$ cat src/rtl/sonet_alarm_pkg.sv
package sonet_alarm_pkg;

  localparam int SCR_W = 7;

  // control word bit positions
  localparam int CB_ERR_A1 = 0;
  localparam int CB_ERR_B2 = 1;
  localparam int CB_SCR    = 2;
  localparam int CB_LOS    = 3;
  localparam int CB_AIS    = 4;
  localparam int CB_RDI    = 5;

  // per-frame settings latched at the frame boundary
  typedef struct packed {
    logic los;
    logic ais;
    logic rdi;
    logic scr;
    logic errA1;
    logic errB2;
  } cmd_t;

  // per-byte position strobes
  typedef struct packed {
    logic soh;       // section overhead byte
    logic firstA1;   // first framing byte
    logic firstB2;   // first line parity byte
    logic firstK2;   // first K2 byte
    logic noScr;     // framing row overhead, never scrambled
    logic scrLoad;   // first scrambled byte, seed point
  } pos_t;

  typedef struct packed {
    logic [7:0]       key;
    logic [SCR_W-1:0] next;
  } scr_step_t;

  // eight serial steps of x^7 + x^6 + 1, MSB of the byte first
  function automatic scr_step_t scrStep(input logic [SCR_W-1:0] s);
    scr_step_t r;
    logic [SCR_W-1:0] st;
    st = s;
    for (int i = 7; i >= 0; i--) begin
      r.key[i] = st[SCR_W-1];
      st = {st[SCR_W-2:0], st[SCR_W-1] ^ st[SCR_W-2]};
    end
    r.next = st;
    return r;
  endfunction

endpackage

$ cat src/rtl/sla_ctrl.sv
module sla_ctrl
  import sonet_alarm_pkg::*;
#(
  parameter int ROWS       = 9,
  parameter int COLS       = 270,
  parameter int TOH_COLS   = 9,
  parameter int SOH_ROWS   = 3,
  parameter int INTERLEAVE = 3
) (
  input  logic       clk,
  input  logic       rstN,
  input  logic       inFrameStart,
  input  logic [7:0] ctrlReg,
  output cmd_t       cmd,
  output pos_t       pos
);

  localparam int ROW_W  = $clog2(ROWS);
  localparam int COL_W  = $clog2(COLS);
  localparam int B2_ROW = SOH_ROWS + 1;
  localparam int K2_COL = 2 * INTERLEAVE;

  logic [ROW_W-1:0] lastRow, curRow;
  logic [COL_W-1:0] lastCol, curCol;
  logic [1:0]       ctrlPrev;
  logic             pendA1, pendB2;
  logic             riseA1, riseB2;
  cmd_t             cmdHeld, cmdFresh;
  logic             unusedCtrl;

  assign unusedCtrl = ^ctrlReg[7:6];

  // position of the byte now at the input
  always_comb begin
    if (inFrameStart) begin
      curRow = '0;
      curCol = '0;
    end else if (lastCol == COL_W'(COLS - 1)) begin
      curCol = '0;
      curRow = (lastRow == ROW_W'(ROWS - 1)) ? '0 : lastRow + 1'b1;
    end else begin
      curCol = lastCol + 1'b1;
      curRow = lastRow;
    end
  end

  always_ff @(posedge clk) begin
    if (!rstN) begin
      lastRow <= ROW_W'(ROWS - 1);
      lastCol <= COL_W'(COLS - 1);
    end else begin
      lastRow <= curRow;
      lastCol <= curCol;
    end
  end

  always_comb begin
    pos.soh     = (curRow < ROW_W'(SOH_ROWS)) && (curCol < COL_W'(TOH_COLS));
    pos.firstA1 = (curRow == '0) && (curCol == '0);
    pos.firstB2 = (curRow == ROW_W'(B2_ROW)) && (curCol == '0);
    pos.firstK2 = (curRow == ROW_W'(B2_ROW)) && (curCol == COL_W'(K2_COL));
    pos.noScr   = (curRow == '0) && (curCol < COL_W'(TOH_COLS));
    pos.scrLoad = (curRow == '0) && (curCol == COL_W'(TOH_COLS));
  end

  // one-shot error requests: a rising control bit arms one frame
  assign riseA1 = ctrlReg[CB_ERR_A1] & ~ctrlPrev[0];
  assign riseB2 = ctrlReg[CB_ERR_B2] & ~ctrlPrev[1];

  always_comb begin
    cmdFresh.los   = ctrlReg[CB_LOS];
    cmdFresh.ais   = ctrlReg[CB_AIS];
    cmdFresh.rdi   = ctrlReg[CB_RDI];
    cmdFresh.scr   = ctrlReg[CB_SCR];
    cmdFresh.errA1 = pendA1 | riseA1;
    cmdFresh.errB2 = pendB2 | riseB2;
  end

  always_ff @(posedge clk) begin
    if (!rstN) begin
      ctrlPrev <= '0;
      pendA1   <= 1'b0;
      pendB2   <= 1'b0;
      cmdHeld  <= '0;
    end else begin
      ctrlPrev <= {ctrlReg[CB_ERR_B2], ctrlReg[CB_ERR_A1]};
      if (inFrameStart) begin
        cmdHeld <= cmdFresh;
        pendA1  <= 1'b0;
        pendB2  <= 1'b0;
      end else begin
        pendA1 <= pendA1 | riseA1;
        pendB2 <= pendB2 | riseB2;
      end
    end
  end

  assign cmd = inFrameStart ? cmdFresh : cmdHeld;

  // settings do not move inside a frame
  p_cmd_hold_r12: assert property (@(posedge clk) disable iff (!rstN)
    !inFrameStart |=> $stable(cmdHeld));

endmodule

$ cat src/rtl/sla_scrambler.sv
module sla_scrambler
  import sonet_alarm_pkg::*;
#(
  parameter logic [SCR_W-1:0] SEED = '1
) (
  input  logic       clk,
  input  logic       rstN,
  input  logic       scrLoad,
  input  logic       scrAdvance,
  output logic [7:0] key
);

  logic [SCR_W-1:0] state, curState;
  scr_step_t        step;

  assign curState = scrLoad ? SEED : state;
  assign step     = scrStep(curState);
  assign key      = step.key;

  always_ff @(posedge clk) begin
    if (!rstN)           state <= SEED;
    else if (scrAdvance) state <= step.next;
  end

endmodule

$ cat src/rtl/sla_datapath.sv
module sla_datapath
  import sonet_alarm_pkg::*;
(
  input  logic       clk,
  input  logic       rstN,
  input  logic [7:0] inByte,
  input  logic       inFrameStart,
  input  cmd_t       cmd,
  input  pos_t       pos,
  input  logic [7:0] key,
  output logic [7:0] outByte,
  output logic       outFrameStart
);

  logic [7:0] nextByte;

  // order: error insertion, RDI, AIS fill, scrambling, loss override
  always_comb begin
    nextByte = inByte;
    if (pos.firstA1 && cmd.errA1) nextByte = ~nextByte;
    if (pos.firstB2 && cmd.errB2) nextByte[0] = ~nextByte[0];
    if (pos.firstK2 && cmd.rdi && !cmd.ais) nextByte[2:0] = 3'b110;
    if (cmd.ais && !pos.soh) nextByte = 8'hFF;
    if (cmd.scr && !pos.noScr) nextByte = nextByte ^ key;
    if (cmd.los) nextByte = 8'h00;
  end

  always_ff @(posedge clk) begin
    if (!rstN) begin
      outByte       <= 8'h00;
      outFrameStart <= 1'b0;
    end else begin
      outByte       <= nextByte;
      outFrameStart <= inFrameStart;
    end
  end

  // loss of signal zeroes the next output
  p_los_zero_r3: assert property (@(posedge clk) disable iff (!rstN)
    cmd.los |=> outByte == 8'h00);

  // line and envelope bytes filled with ones
  p_ais_fill_r5: assert property (@(posedge clk) disable iff (!rstN)
    cmd.ais && !cmd.los && !cmd.scr && !pos.soh |=> outByte == 8'hFF);

  // section overhead passes under AIS
  p_soh_keep_r6: assert property (@(posedge clk) disable iff (!rstN)
    cmd.ais && !cmd.los && !cmd.scr && pos.soh && !(pos.firstA1 && cmd.errA1)
    |=> outByte == $past(inByte));

  // remote defect code in K2
  p_rdi_code_r7: assert property (@(posedge clk) disable iff (!rstN)
    cmd.rdi && !cmd.ais && !cmd.los && !cmd.scr && pos.firstK2
    |=> outByte[2:0] == 3'b110);

endmodule

$ cat src/rtl/sonet_line_alarm_ins.sv
module sonet_line_alarm_ins
  import sonet_alarm_pkg::*;
#(
  parameter int ROWS       = 9,
  parameter int COLS       = 270,
  parameter int TOH_COLS   = 9,
  parameter int SOH_ROWS   = 3,
  parameter int INTERLEAVE = 3
) (
  input  logic       clk,
  input  logic       rstN,
  input  logic [7:0] inByte,
  input  logic       inFrameStart,
  input  logic [7:0] ctrlReg,
  output logic [7:0] outByte,
  output logic       outFrameStart
);

  cmd_t       cmd;
  pos_t       pos;
  logic [7:0] key;

  sla_ctrl #(
    .ROWS(ROWS), .COLS(COLS), .TOH_COLS(TOH_COLS),
    .SOH_ROWS(SOH_ROWS), .INTERLEAVE(INTERLEAVE)
  ) u_ctrl (
    .clk(clk), .rstN(rstN), .inFrameStart(inFrameStart),
    .ctrlReg(ctrlReg), .cmd(cmd), .pos(pos)
  );

  sla_scrambler #(.SEED('1)) u_scr (
    .clk(clk), .rstN(rstN), .scrLoad(pos.scrLoad),
    .scrAdvance(!pos.noScr), .key(key)
  );

  sla_datapath u_dp (
    .clk(clk), .rstN(rstN), .inByte(inByte), .inFrameStart(inFrameStart),
    .cmd(cmd), .pos(pos), .key(key),
    .outByte(outByte), .outFrameStart(outFrameStart)
  );

endmodule

$ cat config.mk
export PLATFORM = sky130hd
export DESIGN_NAME = sonet_line_alarm_ins
export DESIGN_NICKNAME = d
export VERILOG_FILES = /design/src/rtl/sonet_alarm_pkg.sv /design/src/rtl/sla_ctrl.sv /design/src/rtl/sla_scrambler.sv /design/src/rtl/sla_datapath.sv /design/src/rtl/sonet_line_alarm_ins.sv
export SDC_FILE = /design/constraint.sdc
export NUM_CORES = 1
export LEC_CHECK = 0
export CAP_MARGIN = 0
export CORE_MARGIN = 1
export CORE_UTILIZATION = 56
export CTS_BUF_LIST = sky130_fd_sc_hd__clkbuf_16
export DETAILED_ROUTE_END_ITERATION = 10
export PLACE_DENSITY = 0.82
export SKIP_CTS_REPAIR_TIMING = 1
export SLEW_MARGIN = 20
export SYNTH_ARGS = -nofsm -noshare
export SYNTH_HDL_FRONTEND = slang
export SYNTH_HIERARCHICAL = 1
export SYNTH_SLANG_ARGS = --single-unit
$ cat constraint.sdc
create_clock -name clk -period 8.02 [get_ports clk]
set_input_delay 1.203 -clock clk [delete_from_list [all_inputs] [get_ports clk]]
set_output_delay 1.203 -clock clk [all_outputs]
set_load 0.005 [all_outputs]
==> flow_summary_export.csv <==
group,metric,value,unit
outcome,status,"finished, final reports clean",
placed_design,hpwl,3240,µm
synth,synth_xor_area_frac,0.104,
synth,async_flop_share,0,
sta,tns,0,ns
power,intPower,0.409,mW
grt,grt.met3_usage,0.0668,
final_layout,area_delta_synth_final,11.5,%
clocking,cts-buffers-inserted,5,
final_layout,finish.instance_area,2640,µm²
worst_setup_path,endpoint_kind,"flop",
drt,num_vias,1858,
synth,syn_area,2370,µm²
clocking,clockBufferDepth,2,
power,cellLeakagePower,1.01,nW
drt,totalWireLength,4560,µm
power,seqPwrFrac,0.415,
clocking,path_clk_slew,0.05,ns
clocking,root_buffer,"clkbuf_16",
sta,period_needed,4.05,ns
synth,synth_compound_area_frac,0.150,
die,core,4030,µm²
synth,synthCells,273,
power,ir_worst_vdd,0.170,mV
drt,dr.pass1.iters,4,
final_layout,post_route_cells_drive_above_1_share,0.118,
sta,clock_skew,0.00205,ns
sta,drv_slew,0,
final_layout,fin_nets,309,
clocking,cts_num_sinks,39,
sta,max_freq,247,MHz
worst_setup_path,critPathLaunchType,"input port",
power,p_per_area,217,nW/µm²
grt,grt_usage,0.228,
grt,grt_first_pass_wirelength,7580,µm
synth,ys_seq_area_frac,0.330,
die,io_pins,28,
clocking,clk_latency,0.28,ns
power,p_clk_frac,0.323,
grt,grt_pass1_vias,1676,
synth,synth_ff_type,"dfxtp_1",
die,start_util,0.588,
sta,rsz0062_at_grt,"false",
drt,drc,0,
grt,grt_max_degree,26,
clocking,cts_max_level,2,
synth,ys_types,53,
die,die_w,67.0,µm
grt,use_met1,0.288,
placed_design,port_buffers,25,
drt,drt_iter0_drc,104,
worst_setup_path,worst_ep_required_time,8.15,ns
worst_setup_path,worstReg2RegStart,"u_ctrl/lastCol[4]",
die,chipHeight,67.0,µm
drt,ant_nets,0,
synth,synth_fa_ha_area_frac,0.0211,
placed_design,dpl_cell_area,2500,µm²
synth,yosysWarnings,6,
grt,grt-busiest-layer,"met2",
power,switching_power,0.164,mW
sta,hold_viol_final,0,
synth,ys_seq_elements,39,
sta,max_slew_margin,0.376,
synth,syn-num-nets,296,
clocking,cts_tree,"built",
worst_setup_path,crit_arrival,4.18,ns
worst_setup_path,cp_max_fo,17,
synth,muxShareOfSynthArea,0.0296,
flow_run,drv_cap,0,
die,rows,23,
worst_setup_path,worstSetupStartpoint,"inFrameStart",
sta,setup_viol,0,
worst_setup_path,worstSetupPathType,"in -> reg",
sta,tightest_slew,0.928,ns
synth,synth_top_family_by_area,"simple AND/OR/NAND/NOR gates",
die,die-area,4490,µm²
final_layout,antenna_cells,0,
synth,avgSynthCellArea,8.68,µm²
worst_hold_path,hold_start,"u_ctrl/pendA1",
grt,antenna_found_initial,0,
synth,synth-simple-area-share,0.272,
drt,via_per_inst,5.51,
grt,met2_usage,0.365,
grt,overflow,0,
power,p_sw_frac,0.287,
placed_design,post-place-ws,3.70,ns
sta,layout_setup_ws,3.97,ns
power,combPwrFrac,0.262,
worst_hold_path,hp-class,"reg -> reg",
synth,synth_edf_count,0,
placed_design,gp_congestion,0.845,
drt,wl_per_cell,13.5,µm
sta,fin_crit_sh,0.506,
[cell usage in the layout (no fill, tap or decap), types with 2 or more instances in the layout]
master	count
nor3_1	4
or4_1	2
nor4_1	3
a21o_2	4
nand2_1	30
a21oi_2	2
or3_1	2
clkinv_1	2
nor2b_1	9
nor2_1	23
inv_1	10
xor2_1	10
a221oi_1	2
ha_1	4
or4_4	2
mux2_2	4
nand3_2	2
a21o_1	3
nand3_1	15
clkbuf_16	5
a21oi_1	20
clkdlybuf4s50_1	25
a211oi_2	2
xnor3_1	2
o21ai_0	7
and3_1	2
dfxtp_1	39
or2_1	7
and2_1	11
xnor2_1	13
[area by class of cell]
cell class / count / area (µm²)
inverter: 9 / 33.8
clock buffer: 5 / 125
clock inverter: 3 / 11.3
sequential: 39 / 781
tap: 50 / 62.6
timing repair buffer: 26 / 258
fill: 348 / 1390
multi-input combinational: 205 / 1370
[kinds of logic (layout without fill, tap and decap cells)]
family	Yosys count	in the layout
flops	39	39
simple gates	121	121
mux	6	6
xor+xnor	25	25
compound gates	49	49
fa+ha+maj	4	4
buf+inv	29	43
[cell usage after synthesis (2+ instances only)]
| master | count | area share |
|---|---|---|
| or4_4 | 2 | 0.0095 |
| and2_1 | 11 | 0.029 |
| xor2_1 | 10 | 0.037 |
| a21oi_1 | 21 | 0.044 |
| a21o_1 | 3 | 0.0095 |
| or4_1 | 2 | 0.0063 |
| nor2b_1 | 9 | 0.024 |
| buf_4 | 9 | 0.029 |
| nand2_1 | 30 | 0.048 |
| dfxtp_1 | 39 | 0.33 |
| nand3_1 | 15 | 0.032 |
| or2_1 | 7 | 0.018 |
| nor2_1 | 23 | 0.036 |
| a21o_2 | 4 | 0.015 |
| mux2_2 | 4 | 0.019 |
| a221oi_1 | 2 | 0.0074 |
| and3_1 | 2 | 0.0053 |
| xnor3_1 | 2 | 0.019 |
| inv_1 | 9 | 0.014 |
| ha_1 | 4 | 0.021 |
| nor3_1 | 4 | 0.0085 |
| nand3_2 | 2 | 0.0085 |
| buf_6 | 5 | 0.024 |
| a211oi_2 | 2 | 0.011 |
| o21ai_0 | 7 | 0.015 |
| buf_12 | 2 | 0.017 |
| nor4_1 | 3 | 0.0079 |
| clkbuf_1 | 2 | 0.0032 |
| xnor2_1 | 13 | 0.048 |
| or3_1 | 2 | 0.0053 |
[layer usage]
layer,part of all wire,wire length [µm]
met4,0.018,82
met2,0.47,2130
met3,0.043,196
met5,0,0
met1,0.47,2150
[worst paths after layout]
kind                            cells past startpoint         endpoint  slack (ns)
worst min register to register                      2    u_ctrl/pendA1        0.50
worst min-delay path                                2    u_ctrl/pendA1        0.50
worst max-delay path                                8   u_scr/state[3]        3.97
worst max register to register                     10  u_dp/outByte[0]        4.67
[power by group through the flow]
| stage | combinational, mW | clock, mW | sequential (mW) |
|---|---|---|---|
| after global placement | 0.144 | 0 | 0.240 |
| after floorplan | 0.133 | 0 | 0.237 |
| after CTS | 0.150 | 0.189 | 0.238 |
| after detailed placement | 0.149 | 0 | 0.242 |
| after global routing | 0.170 | 0.198 | 0.241 |
| final | 0.150 | 0.185 | 0.238 |
[registers in the layout (all words and copies together) (netlist names)]
| register | flops |
|---|---|
| u_ctrl/cmdHeld | 6 |
| u_ctrl/ctrlPrev | 2 |
| u_ctrl/lastCol | 9 |
| u_ctrl/lastRow | 4 |
| u_ctrl/pendA1 | 1 |
| u_ctrl/pendB2 | 1 |
| u_dp/outByte | 8 |
| u_dp/outFrameStart | 1 |
| u_scr/state | 7 |
[metrics by stage]
stage / total power, mW / cells / util / hold WS [ns]
finish: 0.573 / 337 / 0.655 / 0.499
global route: 0.609 / 337 / 0.655 / 0.531
CTS: 0.577 / 337 / 0.654 / 0.496
detailed placement: 0.391 / 329 / 0.620 / 0.484
global placement: 0.384 / 329 / 0.620 / 0.450
floorplan: 0.370 / 273 / - / 0.439
[critical path, cell delays in order]
cell and delay, ns:
clkdlybuf4s50_1 0.78, inv_1 0.19, nand2_1 0.18, or4_1 0.49, nor4_1 0.72, nor2b_1 0.32
a21oi_1 0.23, nand2_1 0.07
Note: power is estimated with default switching activity, not from simulation.
